## src/rtl/irq_pkg.sv

```systemverilog
`timescale 1ns/1ps
package irq_pkg;
  typedef enum logic [1:0] {
    SEL_PEND = 2'd0,
    SEL_ENHI = 2'd1,
    SEL_ENLO = 2'd2,
    SEL_CTRL = 2'd3
  } reg_sel_e;
endpackage

```

## src/rtl/irq_rst_sync.sv

```systemverilog
`timescale 1ns/1ps
module irq_rst_sync #(
  parameter int STAGES = 2
) (
  input  logic clk,
  input  logic rst_n,
  output logic rst_sync_n
);
  logic [STAGES-1:0] chain_q;
  logic [STAGES-1:0] chain_d;

  always_comb begin
    chain_d = {chain_q[STAGES-2:0], 1'b1};
  end

  always_ff @(posedge clk or negedge rst_n) begin
    if (!rst_n) chain_q <= '0;
    else        chain_q <= chain_d;
  end

  assign rst_sync_n = chain_q[STAGES-1];
endmodule

```

## src/rtl/irq_pend_regs.sv

```systemverilog
`timescale 1ns/1ps
module irq_pend_regs #(
  parameter int NUM_SRC = 24
) (
  input  logic               clk,
  input  logic               rst_n,
  input  logic [NUM_SRC-1:0] pulse,
  input  logic [NUM_SRC-1:0] clr_mask,
  output logic [NUM_SRC-1:0] pend
);
  logic [NUM_SRC-1:0] pend_q;
  logic [NUM_SRC-1:0] pend_d;
  logic               upd;

  // new pulses take precedence over any clear in the same cycle
  always_comb begin
    pend_d = (pend_q & ~clr_mask) | pulse;
    upd    = (|pulse) | (|(pend_q & clr_mask));
  end

  always_ff @(posedge clk or negedge rst_n) begin
    if (!rst_n)   pend_q <= '0;
    else if (upd) pend_q <= pend_d;
  end

  assign pend = pend_q;
endmodule

```

## src/rtl/irq_arbiter.sv

```systemverilog
`timescale 1ns/1ps
module irq_arbiter #(
  parameter int NUM_SRC = 24,
  parameter int IDX_W   = 5
) (
  input  logic [NUM_SRC-1:0] pend,
  input  logic [NUM_SRC-1:0] en_hi,
  input  logic [NUM_SRC-1:0] en_lo,
  output logic               any_req,
  output logic [IDX_W-1:0]   win_idx
);
  localparam int NUM_LVL = 3;

  logic [NUM_SRC-1:0] lvl_mask [NUM_LVL];
  logic [NUM_SRC-1:0] sel_mask;

  // lvl_mask[k] holds requests at priority level k+1
  always_comb begin
    lvl_mask[0] = pend & ~en_hi &  en_lo;
    lvl_mask[1] = pend &  en_hi & ~en_lo;
    lvl_mask[2] = pend &  en_hi &  en_lo;
  end

  always_comb begin
    sel_mask = '0;
    for (int k = 0; k < NUM_LVL; k++) begin
      if (|lvl_mask[k]) sel_mask = lvl_mask[k];
    end
    any_req = |sel_mask;
  end

  always_comb begin
    win_idx = '0;
    for (int i = NUM_SRC - 1; i >= 0; i--) begin
      if (sel_mask[i]) win_idx = IDX_W'(i);
    end
  end
endmodule

```

## src/rtl/irq_gie_ctrl.sv

```systemverilog
`timescale 1ns/1ps
module irq_gie_ctrl (
  input  logic clk,
  input  logic rst_n,
  input  logic set_req,
  input  logic clr_req,
  output logic gie
);
  logic gie_q;
  logic gie_d;
  logic upd;

  always_comb begin
    upd   = set_req | clr_req;
    gie_d = ~clr_req;
  end

  always_ff @(posedge clk or negedge rst_n) begin
    if (!rst_n)   gie_q <= 1'b0;
    else if (upd) gie_q <= gie_d;
  end

  assign gie = gie_q;
endmodule

```

## src/rtl/irq_prio_ctrl.sv

```systemverilog
`timescale 1ns/1ps
module irq_prio_ctrl
  import irq_pkg::*;
#(
  parameter int NUM_SRC = 24,
  parameter int IDX_W   = 5
) (
  input  logic               clk,
  input  logic               rst_n,
  input  logic [NUM_SRC-1:0] src_pulse,
  input  logic               ei_cmd,
  input  logic               di_cmd,
  input  logic               trap_cmd,
  input  logic               fault_trap,
  input  logic               wr_en,
  input  logic [1:0]         wr_sel,
  input  logic [NUM_SRC-1:0] wr_data,
  input  logic [1:0]         rd_sel,
  output logic [NUM_SRC-1:0] rd_data,
  output logic               irq_req,
  output logic [IDX_W-1:0]   irq_idx,
  input  logic               irq_ack
);
  logic               rst_sync_n;
  logic [NUM_SRC-1:0] pend_q;
  logic [NUM_SRC-1:0] en_hi_q;
  logic [NUM_SRC-1:0] en_lo_q;
  logic [NUM_SRC-1:0] en_hi_d;
  logic [NUM_SRC-1:0] en_lo_d;
  logic               en_hi_we;
  logic               en_lo_we;
  logic               gie_q;
  logic               any_req;
  logic [IDX_W-1:0]   win_idx;
  logic               req_q;
  logic               req_d;
  logic [IDX_W-1:0]   idx_q;
  logic [IDX_W-1:0]   idx_d;
  logic               out_upd;
  logic               ack_fire;
  logic               held_ok;
  logic [NUM_SRC-1:0] ack_mask;
  logic [NUM_SRC-1:0] wr_clr_mask;
  logic [NUM_SRC-1:0] clr_mask;
  logic               ctrl_we;
  logic               gie_set;
  logic               gie_clr;
  reg_sel_e           wsel;
  reg_sel_e           rsel;

  irq_rst_sync #(.STAGES(2)) u_rst (
    .clk        (clk),
    .rst_n      (rst_n),
    .rst_sync_n (rst_sync_n)
  );

  // write decode
  always_comb begin
    wsel        = reg_sel_e'(wr_sel);
    en_hi_we    = wr_en && (wsel == SEL_ENHI);
    en_lo_we    = wr_en && (wsel == SEL_ENLO);
    ctrl_we     = wr_en && (wsel == SEL_CTRL);
    en_hi_d     = wr_data;
    en_lo_d     = wr_data;
    wr_clr_mask = (wr_en && (wsel == SEL_PEND)) ? ~wr_data : '0;
    ack_fire    = irq_ack && req_q;
    ack_mask    = ack_fire ? (NUM_SRC'(1) << idx_q) : '0;
    clr_mask    = wr_clr_mask | ack_mask;
  end

  irq_pend_regs #(.NUM_SRC(NUM_SRC)) u_pend (
    .clk      (clk),
    .rst_n    (rst_sync_n),
    .pulse    (src_pulse),
    .clr_mask (clr_mask),
    .pend     (pend_q)
  );

  always_ff @(posedge clk or negedge rst_sync_n) begin
    if (!rst_sync_n)   en_hi_q <= '0;
    else if (en_hi_we) en_hi_q <= en_hi_d;
  end

  always_ff @(posedge clk or negedge rst_sync_n) begin
    if (!rst_sync_n)   en_lo_q <= '0;
    else if (en_lo_we) en_lo_q <= en_lo_d;
  end

  // global enable: any clearing event wins over a set
  always_comb begin
    gie_set = ei_cmd | (ctrl_we & wr_data[0]);
    gie_clr = di_cmd | trap_cmd | fault_trap | ack_fire | (ctrl_we & ~wr_data[0]);
  end

  irq_gie_ctrl u_gie (
    .clk     (clk),
    .rst_n   (rst_sync_n),
    .set_req (gie_set),
    .clr_req (gie_clr),
    .gie     (gie_q)
  );

  irq_arbiter #(.NUM_SRC(NUM_SRC), .IDX_W(IDX_W)) u_arb (
    .pend    (pend_q),
    .en_hi   (en_hi_q),
    .en_lo   (en_lo_q),
    .any_req (any_req),
    .win_idx (win_idx)
  );

  // output stage: hold the presented source while it stays valid
  always_comb begin
    held_ok = req_q && gie_q && pend_q[idx_q] && (en_hi_q[idx_q] | en_lo_q[idx_q]);
    req_d   = req_q;
    idx_d   = idx_q;
    if (ack_fire) begin
      req_d = 1'b0;
    end else if (!held_ok) begin
      req_d = gie_q && any_req;
      idx_d = win_idx;
    end
    out_upd = (req_d != req_q) || (idx_d != idx_q);
  end

  always_ff @(posedge clk or negedge rst_sync_n) begin
    if (!rst_sync_n) begin
      req_q <= 1'b0;
      idx_q <= '0;
    end else if (out_upd) begin
      req_q <= req_d;
      idx_q <= idx_d;
    end
  end

  always_comb begin
    rsel = reg_sel_e'(rd_sel);
    case (rsel)
      SEL_PEND: rd_data = pend_q;
      SEL_ENHI: rd_data = en_hi_q;
      SEL_ENLO: rd_data = en_lo_q;
      default:  rd_data = {{(NUM_SRC-1){1'b0}}, gie_q};
    endcase
  end

  assign irq_req = req_q;
  assign irq_idx = idx_q;
endmodule

```

## config.mk

```make
export PLATFORM = sky130hd
export DESIGN_NAME = irq_prio_ctrl
export DESIGN_NICKNAME = d
export VERILOG_FILES = /design/src/rtl/irq_pkg.sv /design/src/rtl/irq_rst_sync.sv /design/src/rtl/irq_pend_regs.sv /design/src/rtl/irq_arbiter.sv /design/src/rtl/irq_gie_ctrl.sv /design/src/rtl/irq_prio_ctrl.sv
export SDC_FILE = /design/constraint.sdc
export NUM_CORES = 1
export LEC_CHECK = 0
export CORE_ASPECT_RATIO = 0.7
export CORE_MARGIN = 2
export CORE_UTILIZATION = 45
export CTS_CLUSTER_DIAMETER = 80
export DETAILED_ROUTE_END_ITERATION = 12
export DONT_BUFFER_PORTS = 1
export GPL_TIMING_DRIVEN = 0
export MAX_ROUTING_LAYER = met4
export PLACE_DENSITY = 0.61
export SETUP_SLACK_MARGIN = 0.3
export SLEW_MARGIN = 5
export SYNTH_ARGS = -nofsm -noshare
export SYNTH_HDL_FRONTEND = slang
export SYNTH_HIERARCHICAL = 1
export SYNTH_SLANG_ARGS = --single-unit
```

## constraint.sdc

```tcl
create_clock -name clk -period 3.9 [get_ports clk]
set_clock_uncertainty 0.05 [all_clocks]
set_input_delay 0.78 -clock clk [delete_from_list [all_inputs] [get_ports clk]]
set_output_delay 0.78 -clock clk [all_outputs]
set_load 0.05 [all_outputs]
```

* Word level (Yosys, flattened, before mapping)
Cells that the tools add are included.
Cells by class: magnitude comparators 1, eq/ne operators 7, shift operators 1, muxes and demuxes 40, bitwise gates (word level) 25, reduce and logical (&&, ||, !) cells 18
Operators with widths (number):
- 24-bit bitwise AND | 7
- 24-bit OR reduction | 6
- 5-bit two-way mux | 26
- 24-bit two-way mux | 5
- 24-bit NOT | 4
- 24-bit one-hot mux with 3 select lines | 1
- 24-bit bitwise OR | 2
- 1-bit by 5-bit left shift with 24-bit output, first input constant | 1
- 1-bit binary-select mux with 5-bit select | 3
- 1-bit logical AND | 9
- 1-bit bitwise OR | 8
- 2-bit == test, second input constant | 3
- 5-bit by 6-bit less-than comparator with 1-bit output, second input constant | 1
- 1-bit two-way mux | 5
- 5-bit inequality test | 1
- 2-bit by 1-bit == test with 1-bit output, second input constant | 2
- 2-bit zero test | 2
- 1-bit bitwise AND | 2
- 1-bit NOT | 2
- 1-bit logical OR | 1
- 1-bit inequality test | 1
Word-level totals: flip-flop bits (word level) 81, bits of input ports 60, output and inout bits 30, logic and storage cells 99

* Longest topological paths before layout
Gate-level depths: netlist of run 1.
word-level depth 35, gate-level depth with buffers 13, depth with buffers taken out 11

* Cells and area by module
Netlist of run 1, hierarchy kept.
By module, submodules not included:
- irq_prio_ctrl | times used 1, cells each 309, area each 3200.6 µm², seq. area each 1351.3 µm²
- irq_arbiter | times used 1, cells each 238, area each 1503.9 µm², seq. area each 0.0 µm²
- irq_pend_regs | times used 1, cells each 72, area each 870.8 µm², seq. area each 600.6 µm²
- irq_rst_sync | times used 1, cells each 3, area each 53.8 µm², seq. area each 50.0 µm²
- irq_gie_ctrl | times used 1, cells each 2, area each 35.0 µm², seq. area each 25.0 µm²

* Least setup slack after synthesis of run 1
OpenSTA, ideal clock, no wires.
path type input-to-output, start input rd_sel[1], end output rd_data[10], arrival time 2.769 ns, required time 3.070 ns, slack 0.301 ns, stages 4, path buffers 2, cells stage by stage clkbuf_1 buf_1 mux2i_1 o21ai_0
On the way: longest elaborated chain between the ends 2, elaborated cells on any way between the ends 4, those cells by class eq/ne: 2; mux: 1; reduce/logical: 1
RTL lines:
- from (decl) | line irq_prio_ctrl.sv:18 | input logic [1:0] rd_sel,
- 2-bit == test (tied with other cells) | line irq_prio_ctrl.sv:137 | case (rsel)
- 24-bit one-hot mux with 3 select lines (*) | line irq_prio_ctrl.sv:137
- to (decl) | line irq_prio_ctrl.sv:19 | output logic [NUM_SRC-1:0] rd_data,
Mark *: on every way between the ends. The rest lies on a longest branch, timed or not.

* Final worst setup path of run 1
start register en_lo_q[5], end register req_q (netlist: irq_req)
On the way: elaborated cells on any way between the ends 47, those cells by class eq/ne: 2; mux: 33; bitwise: 5; reduce/logical: 7
RTL lines:
- from (decl) | line irq_prio_ctrl.sv:27 | logic [NUM_SRC-1:0] en_lo_q;
- from (signal assigned) | line irq_prio_ctrl.sv:86 | else if (en_lo_we) en_lo_q <= en_lo_d;
- 24-bit bitwise AND or 24-bit NOT (tied branches) | line irq_arbiter.sv:19, irq_arbiter.sv:20
- 24-bit OR reduction or 24-bit bitwise AND (tied branches) | line irq_arbiter.sv:27, irq_arbiter.sv:20
- 24-bit two-way mux or 24-bit OR reduction (tied branches) | line irq_arbiter.sv:27 | if (|lvl_mask[k]) sel_mask = lvl_mask[k];
- 24-bit two-way mux | line irq_arbiter.sv:27
- 24-bit two-way mux (*) | line irq_arbiter.sv:27
- 24-bit OR reduction (*) | line irq_arbiter.sv:29 | any_req = |sel_mask;
- net any_req | line irq_prio_ctrl.sv:33 | logic any_req;
- 1-bit logical AND (*) | line irq_prio_ctrl.sv:119 | req_d = gie_q && any_req;
- 1-bit two-way mux (*) | line irq_prio_ctrl.sv:118 | end else if (!held_ok) begin
- 1-bit two-way mux (*) | line irq_prio_ctrl.sv:116 | if (ack_fire) begin
- 1-bit inequality test | line irq_prio_ctrl.sv:122 | out_upd = (req_d != req_q) || (idx_d != idx_q);
- 1-bit logical OR | line irq_prio_ctrl.sv:122
- to (signal assigned) | line irq_prio_ctrl.sv:130 | req_q <= req_d;
- to (decl) | line irq_prio_ctrl.sv:35 | logic req_q;
The timed path passes the listed nets; every way through them passes the cells marked *. The select of a mux whose other input is x is not followed. A chain may end at the register's enable or synchronous reset.

==> summary.md, run 1 <==
| Metric | Value |
|---|---|
| Status | complete, no violations |
| Diodes inserted | 0 |
| Worst path arrival time | 3.72 ns |
| Final Cycle Share | 0.909 |
| RePlAce Congestion | about 0.97 |
| Worst path max stage delay | 0.57 ns |
| Routed WL | roughly 22,000 um |
| Port Buf Inserts | 0 |
| Gate Count Post-Synth | around 620 |
| Main synth FF type | dfrtp_1 |
| Core Box Area | 12,300 sq um |
| FF-to-FF path depth | 12 |
| Worst setup SP type | register |
| CP Capture Type | register |
| Clock transition at path regs | 0.06 ns |
| Nets@finish | 730 |
| Count of different cell masters after synthesis | 65 |
| Worst setup margin | around 0.35 ns |
| Post-synth EDFFs | 0 |
| Cell Area, Synth | approximately 5700 sq um |
| Worst slack, placed | -0.224 ns |
| Hpwl dp | 15,900 um |
| Worst-Margin Slew | around 1.0 ns |
| H-tree depth | 3 |
| Die X | between 100 and 150 um |
| Clock power share | 0.232 |
| Final Max Slew Viols | 0 |
| Met2 Routed Length | 9030 um |
| Crit-path cells | nand3_2 > nand4_1 > or4_4 > buf_8 > o21ai_0 > a21boi_0 > o21ai_1 > nand2_1 > or3b_4 > or4_4 > nand2_1 > a21oi_1 |
| Final core utilization | 0.542 |
| Mean Syn Cell Area | 9.08 sq um |
| Internal Power | slightly above 2 mW |
| Clock buffer depth | 2 |
| Setup violators final | 0 |
| Initial antenna violation count | 0 |
| Remaining DRCs | 0 |
| Clk_lat worst skew | 0.35 ns |
| DR vias | ~5,500 |
| TritonCTS clock tree | yes |
| Layout cells sized above 1 | 0.302 |
| Relative slew slack | 0.326 |
| TNS Setup | 0 ns |
| Metal3 WL | approximately 2300 um |
| Maximum vdd ir drop | 0.353 mV |
| Initial drt markers | 500 |
| Crit path max fanout | 7 |
| Flops & latches, synth | a little over 80 |
| Setup CP Type | reg2reg |
| Global Route Usage Sum | 0.333 |
| Critical path's slowest cell | or4_4 |
| Unrepaired setup endpoints after global routing | yes |
| Gr ovfl total | 0 |
| Final Hold Fails | 0 |
| Clock Root Buffer | clkbuf_16 |
| Clock sink count | slightly above 80 |
| Met1 wire length | ~10,000 um |
| Vias in the first global route | about 5,300 |
| Pre-antenna DRT Iters | 5 |
| Pleak | between 2 and 2.5 nW |
| Area growth syn-to-layout | 18.0% |
| Logic gate share of total power | 0.427 |
| Power per Cell Area | 559 nW/um^2 |
| Die height | 97.9 um |
| Post-route minimum period | approximately 3.5 ns |
| Row count | 34 |
| Register area share after synthesis | 0.358 |
| DR WL/cell | roughly 26 um |
| Min-delay worst type | in2async |
| Psw | between 1.5 and 2 mW |
| Die area | around 14,000 sq um |
| Routed Antenna Nets | 0 |
| Total CTS buffers | 9 |
| Boundary pin count | 90 |
| Top routing layer used | met4 |
| Global-route wire length before repair | roughly 33,000 um |
| Initial Util | 0.459 |
| Largest net degree at the start of global routing | 44 |
| Via/cell ratio | roughly 6.6 |
| CP required | 4.08 ns |
| Sw frac | 0.448 |
| Synth Warn # | 6 |
| Flop pwr share | 0.342 |
| Post-synthesis async set-or-reset flop share | 1.00 |
| FMAX | 0.282 GHz |
| Synth Net Count | ~700 |
| Max_cap viols | 0 |
worst max-delay path, delay by kind of cell, from the launching register on:
family                 cells  cell delay (ns)
buffers and inverters      1             0.16
flip-flops                 1             0.45
AO/OA/AOI/OAI              4             0.77
AND/OR/NAND/NOR            7             2.00
placed cells by master, fill, tap and decap left out, types with 4 or more instances in the layout:
cell and count:
dfrtp_2 34, dfrtp_1 46, xnor2_1 9, nand3_2 5, nand3_1 27, o221ai_1 5
nor4_1 5, nand2b_1 9, o21ai_1 17, o2111ai_1 5, o21ai_0 21, nand3b_1 30
a21boi_0 6, a21oi_1 5, a21o_1 27, mux2_2 53, clkbuf_16 9, buf_4 35
mux2i_1 23, o221a_2 5, nor3_1 14, nand2_1 55, o211ai_1 19, nand4_1 9
o21ai_2 14, clkbuf_1 18, nor2_1 20, nor2b_1 4, o22ai_1 29, inv_1 35
a211oi_1 4
cells in the mapped netlist, types with 6 or more instances:
cell type,n,area share
nor4_1,7,0.0077
o22ai_1,31,0.034
inv_1,35,0.023
nor2_1,20,0.013
clkbuf_1,19,0.013
nand3b_1,30,0.040
nand2_1,56,0.037
nor3_1,15,0.013
o21ai_0,48,0.042
nand2b_1,9,0.0099
mux2_2,53,0.11
o2111ai_1,7,0.011
o211ai_1,19,0.025
nand3_1,33,0.029
mux2i_1,23,0.041
dfrtp_1,81,0.36
a21boi_0,6,0.0080
o221ai_1,6,0.0093
xnor2_1,10,0.015
a21o_1,27,0.036
nand4_1,9,0.0099
per-stage QoR:
stage               power, mW  instances  cell area [sq um]  hold slack, ns
finish                   3.74        837               6680          0.0737
global route             3.90        837               6680          0.0559
CTS                      3.58        815               6320          0.0626
detailed placement       2.67        787               5890           0.269
global placement         2.64        786               5870           0.285
floorplan                2.19        624               5660           0.281
power by group through the flow:
stage	logic, mW	registers, mW	clock network, mW
after CTS	1.44	1.26	0.881
after detailed placement	1.39	1.28	0
after global routing	1.68	1.30	0.914
final	1.59	1.28	0.865
after floorplan	0.985	1.21	0
after global placement	1.36	1.28	0
worst paths after layout:
check	to	slack (ns)	startpoint
min in group clk	u_rst/chain_q[1]	0.30	u_rst/chain_q[0]
worst max register to register	irq_req	0.35	en_lo_q[5]
worst min-delay path	u_rst/chain_q[1]	0.07	rst_n
worst min register to register	en_lo_q[19]	0.25	u_rst/chain_q[1]
max in group asynchronous	en_lo_q[5]	2.89	u_rst/chain_q[1]
worst max-delay path	irq_req	0.35	en_lo_q[5]
final cells by class:
| cell class | instances | area [sq um] |
|---|---|---|
| Tap cell | 162 | 203 |
| Multi-Input combinational cell | 478 | 3560 |
| Buffer | 29 | 153 |
| Sequential cell | 81 | 2070 |
| Inverter | 36 | 135 |
| Clock buffer | 11 | 233 |
| Clock inverter | 5 | 57.6 |
| Timing Repair Buffer | 35 | 273 |
| Fill cell | 1146 | 5650 |
registers in the layout, summed over array words and instances, names as in the netlist:
name and cells:
u_pend/pend 24, u_gie/gie 1, irq_req 1, en_lo_q 24, irq_idx 5, en_hi_q 24
u_rst/chain_q 2
per-layer routing:
metal,global-route usage,vias up
li1,-,2454
met1,0.492,2737
met2,0.453,307
met3,0.0868,32
met4,0.0801,0
met5,-,-
cells by family after synthesis:
family                 share of synthesized area
AO/OA/AOI/OAI                              0.235
XOR/XNOR                                  0.0155
buffers and inverters                     0.0475
flip-flops                                 0.358
multiplexers                               0.154
other                                   0.000662
AND/OR/NAND/NOR                            0.189
repair_timing:
item	CTS	global route
pin swaps	3	13
gates resized for setup	24	62
setup buffers	12	22
hold buffers	0	0
setup endpoints to repair	17	14
hold endpoints to repair	0	0
Power figures use the tool's default switching activity.
==> run 2: changes to the inputs <==
- MAX_ROUTING_LAYER: met4 -> default
- clock period: 3.9 -> 3.8 ns (I/O delays scaled with it)
==> summary.md, run 2 (synthesized netlist as in run 1, its figures left out) <==
| Metric | Value |
|---|---|
| Status | complete, no violations |
| Total CTS buffers | 9 (unchanged) |
| Routed WL | 22,700 um (+3.1%) |
| Hpwl dp | 15,700 um (-1.3%) |
| Worst path arrival time | 3.71 ns (about the same) |
| RePlAce Congestion | 0.957 (-1.1%) |
| Fin cells | 873 (+4.3%) |
| CP required | 3.98 ns (-0.10 ns) |
| Initial antenna violation count | 0 (unchanged) |
| Die X | 138 um (unchanged) |
| Setup CP Type | reg2reg |
| Boundary pin count | 90 (unchanged) |
| DR WL/cell | 26.0 um (-1.2%) |
| H-tree depth | 3 (unchanged) |
| Area growth syn-to-layout | 26.7% |
| Routed Antenna Nets | 0 (unchanged) |
| Via/cell ratio | 6.51 (-1.4%) |
| Worst setup SP type | register |
| Setup violators final | 0 (unchanged) |
| Pre-antenna DRT Iters | 6 (+1) |
| Worst setup margin | 0.262 ns (-0.0914 ns) |
| DR vias | 5,685 (+2.8%) |
| Min-delay worst type | in2async |
| Crit path max fanout | 10 (+3) |
| Row count | 34 (unchanged) |
| Initial Util | 0.459 (unchanged) |
| Global Route Usage Sum | 0.330 (-0.00279) |
| Commonest non-fill, non-tap cells in the layout | 73 x buf_4, 54 x nand2_1, 52 x mux2_2 |
| Maximum vdd ir drop | 0.278 mV (-21%) |
| Nets@finish | 766 (+4.9%) |
| Unrepaired setup endpoints after global routing | yes |
| Final Hold Fails | 0 (unchanged) |
| Core Box Area | 12,300 sq um (unchanged) |
| Post-route minimum period | 3.54 ns (-0.00860 ns) |
| Power per Cell Area | 565 nW/um^2 (+1.0%) |
| Worst slack, placed | -0.328 ns (-0.104 ns) |
| Clock buffer depth | 2 (unchanged) |
| Gr ovfl total | 0 (unchanged) |
| Relative slew slack | 0.346 (+0.0198) |
| Max_cap viols | 0 (unchanged) |
| Final core utilization | 0.582 (+0.0399) |
| TritonCTS clock tree | yes |
| Clock Root Buffer | clkbuf_16 |
| Largest net degree at the start of global routing | 44 (unchanged) |
| Pleak | 2.73 nW (+9.4%) |
| Cell Area, Placed | 5890 sq um (unchanged) |
| Final Max Slew Viols | 0 (unchanged) |
| CP Capture Type | register |
| Port Buf Inserts | 0 (unchanged) |
| Worst-Margin Slew | 0.974 ns (-0.0295 ns) |
| Diodes inserted | 0 (unchanged) |
| Total power | 4.05 mW (+8.4%) |
| Commonest non-fill, non-tap cell in the layout | buf_4 |
| Final Cycle Share | 0.931 (+0.0217) |
| Cells after DPL | 787 (unchanged) |
| Vias in the first global route | 5,491 (+4.4%) |
| Clock transition at path regs | 0.07 ns (about the same) |
| Initial drt markers | 728 (+46%) |
| Clock sink count | 81 (unchanged) |
| Layout cells sized above 1 | 0.374 (+0.0719) |
| Die area | 13,500 sq um (unchanged) |
| Die height | 97.9 um (unchanged) |
| Post-route cell area | 7170 sq um (+7.4%) |
| Global-route wire length before repair | 33,700 um (+2.5%) |
| Clk_lat worst skew | 0.35 ns (about the same) |
| FMAX | 0.283 GHz (+0.24%) |
| Remaining DRCs | 0 (unchanged) |
==> run 2: metrics by stage <==
| stage | hold slack (ns) | setup TNS (ns) |
|---|---|---|
| 2_1_floorplan | 0.281 | 0 |
| 3_3_place_gp | 0.286 | -0.859 |
| 3_5_place_dp | 0.268 | -0.977 |
| 4_1_cts | 0.0456 | 0 |
| 5_1_grt | 0.0379 | 0 |
| 6_report | 0.0502 | 0 |
==> run 2: path summary, 6_finish.rpt <==
check                                 startpoint                to  slack, ns  cells past startpoint
worst max-delay path                 en_lo_q[21]           irq_req       0.26                     13
worst min-delay path                       rst_n  u_rst/chain_q[1]       0.05                      0
worst max register to register       en_lo_q[21]           irq_req       0.26                     13
worst min register to register  u_rst/chain_q[1]       en_lo_q[19]       0.25                      0
max in group asynchronous       u_rst/chain_q[1]        en_hi_q[5]       2.79                      1
min in group clk                u_rst/chain_q[0]  u_rst/chain_q[1]       0.31                      0
==> run 2: layout make-up <==
cell class              instances  area [sq um]
repair buffers                 71           558
flip-flops and latches         81          2080
clock buffers                  11           253
fillers                      1125          5160
plain buffers                  29           156
well taps                     162           203
clock inverters                 5          63.8
inverters                      36           135
multi-input cells             478          3720
==> run 2: timing repair <==
| action | 4_1_cts | 5_1_grt |
|---|---|---|
| hold buffers | 0 | 0 |
| buffers inserted | 45 | 25 |
| gates resized for setup | 72 | 51 |
| endpoints found under the setup margin | 25 | 5 |
| pin swaps | 10 | 22 |
==> run 2: metal layers <==
metal  part of all wire  up-vias  track usage
met5                  0        -            0
met3               0.11       18       0.0927
met1               0.46     2832        0.491
met2               0.42      311        0.487
met4              0.011        0       0.0549
li1                   -     2524            -
==> run 2: critical path: stages, from the launching register on <==
cell and delay, ns:
dfrtp_2 0.45, buf_4 0.15, nand3b_1 0.26, o21ai_0 0.21
nor3_2 0.10, nand4_1 0.24, buf_6 0.20, buf_2 0.33
nor2_1 0.11, o221ai_1 0.26, nand4_1 0.30, or4_4 0.61
nand2_2 0.08, a21oi_2 0.05
==> run 2: power by group <==
part	internal, mW	switching (mW)	leakage (nW)
registers	1.00	0.296	0.868
clock network	0.549	0.387	0.152
logic	0.704	1.11	1.71
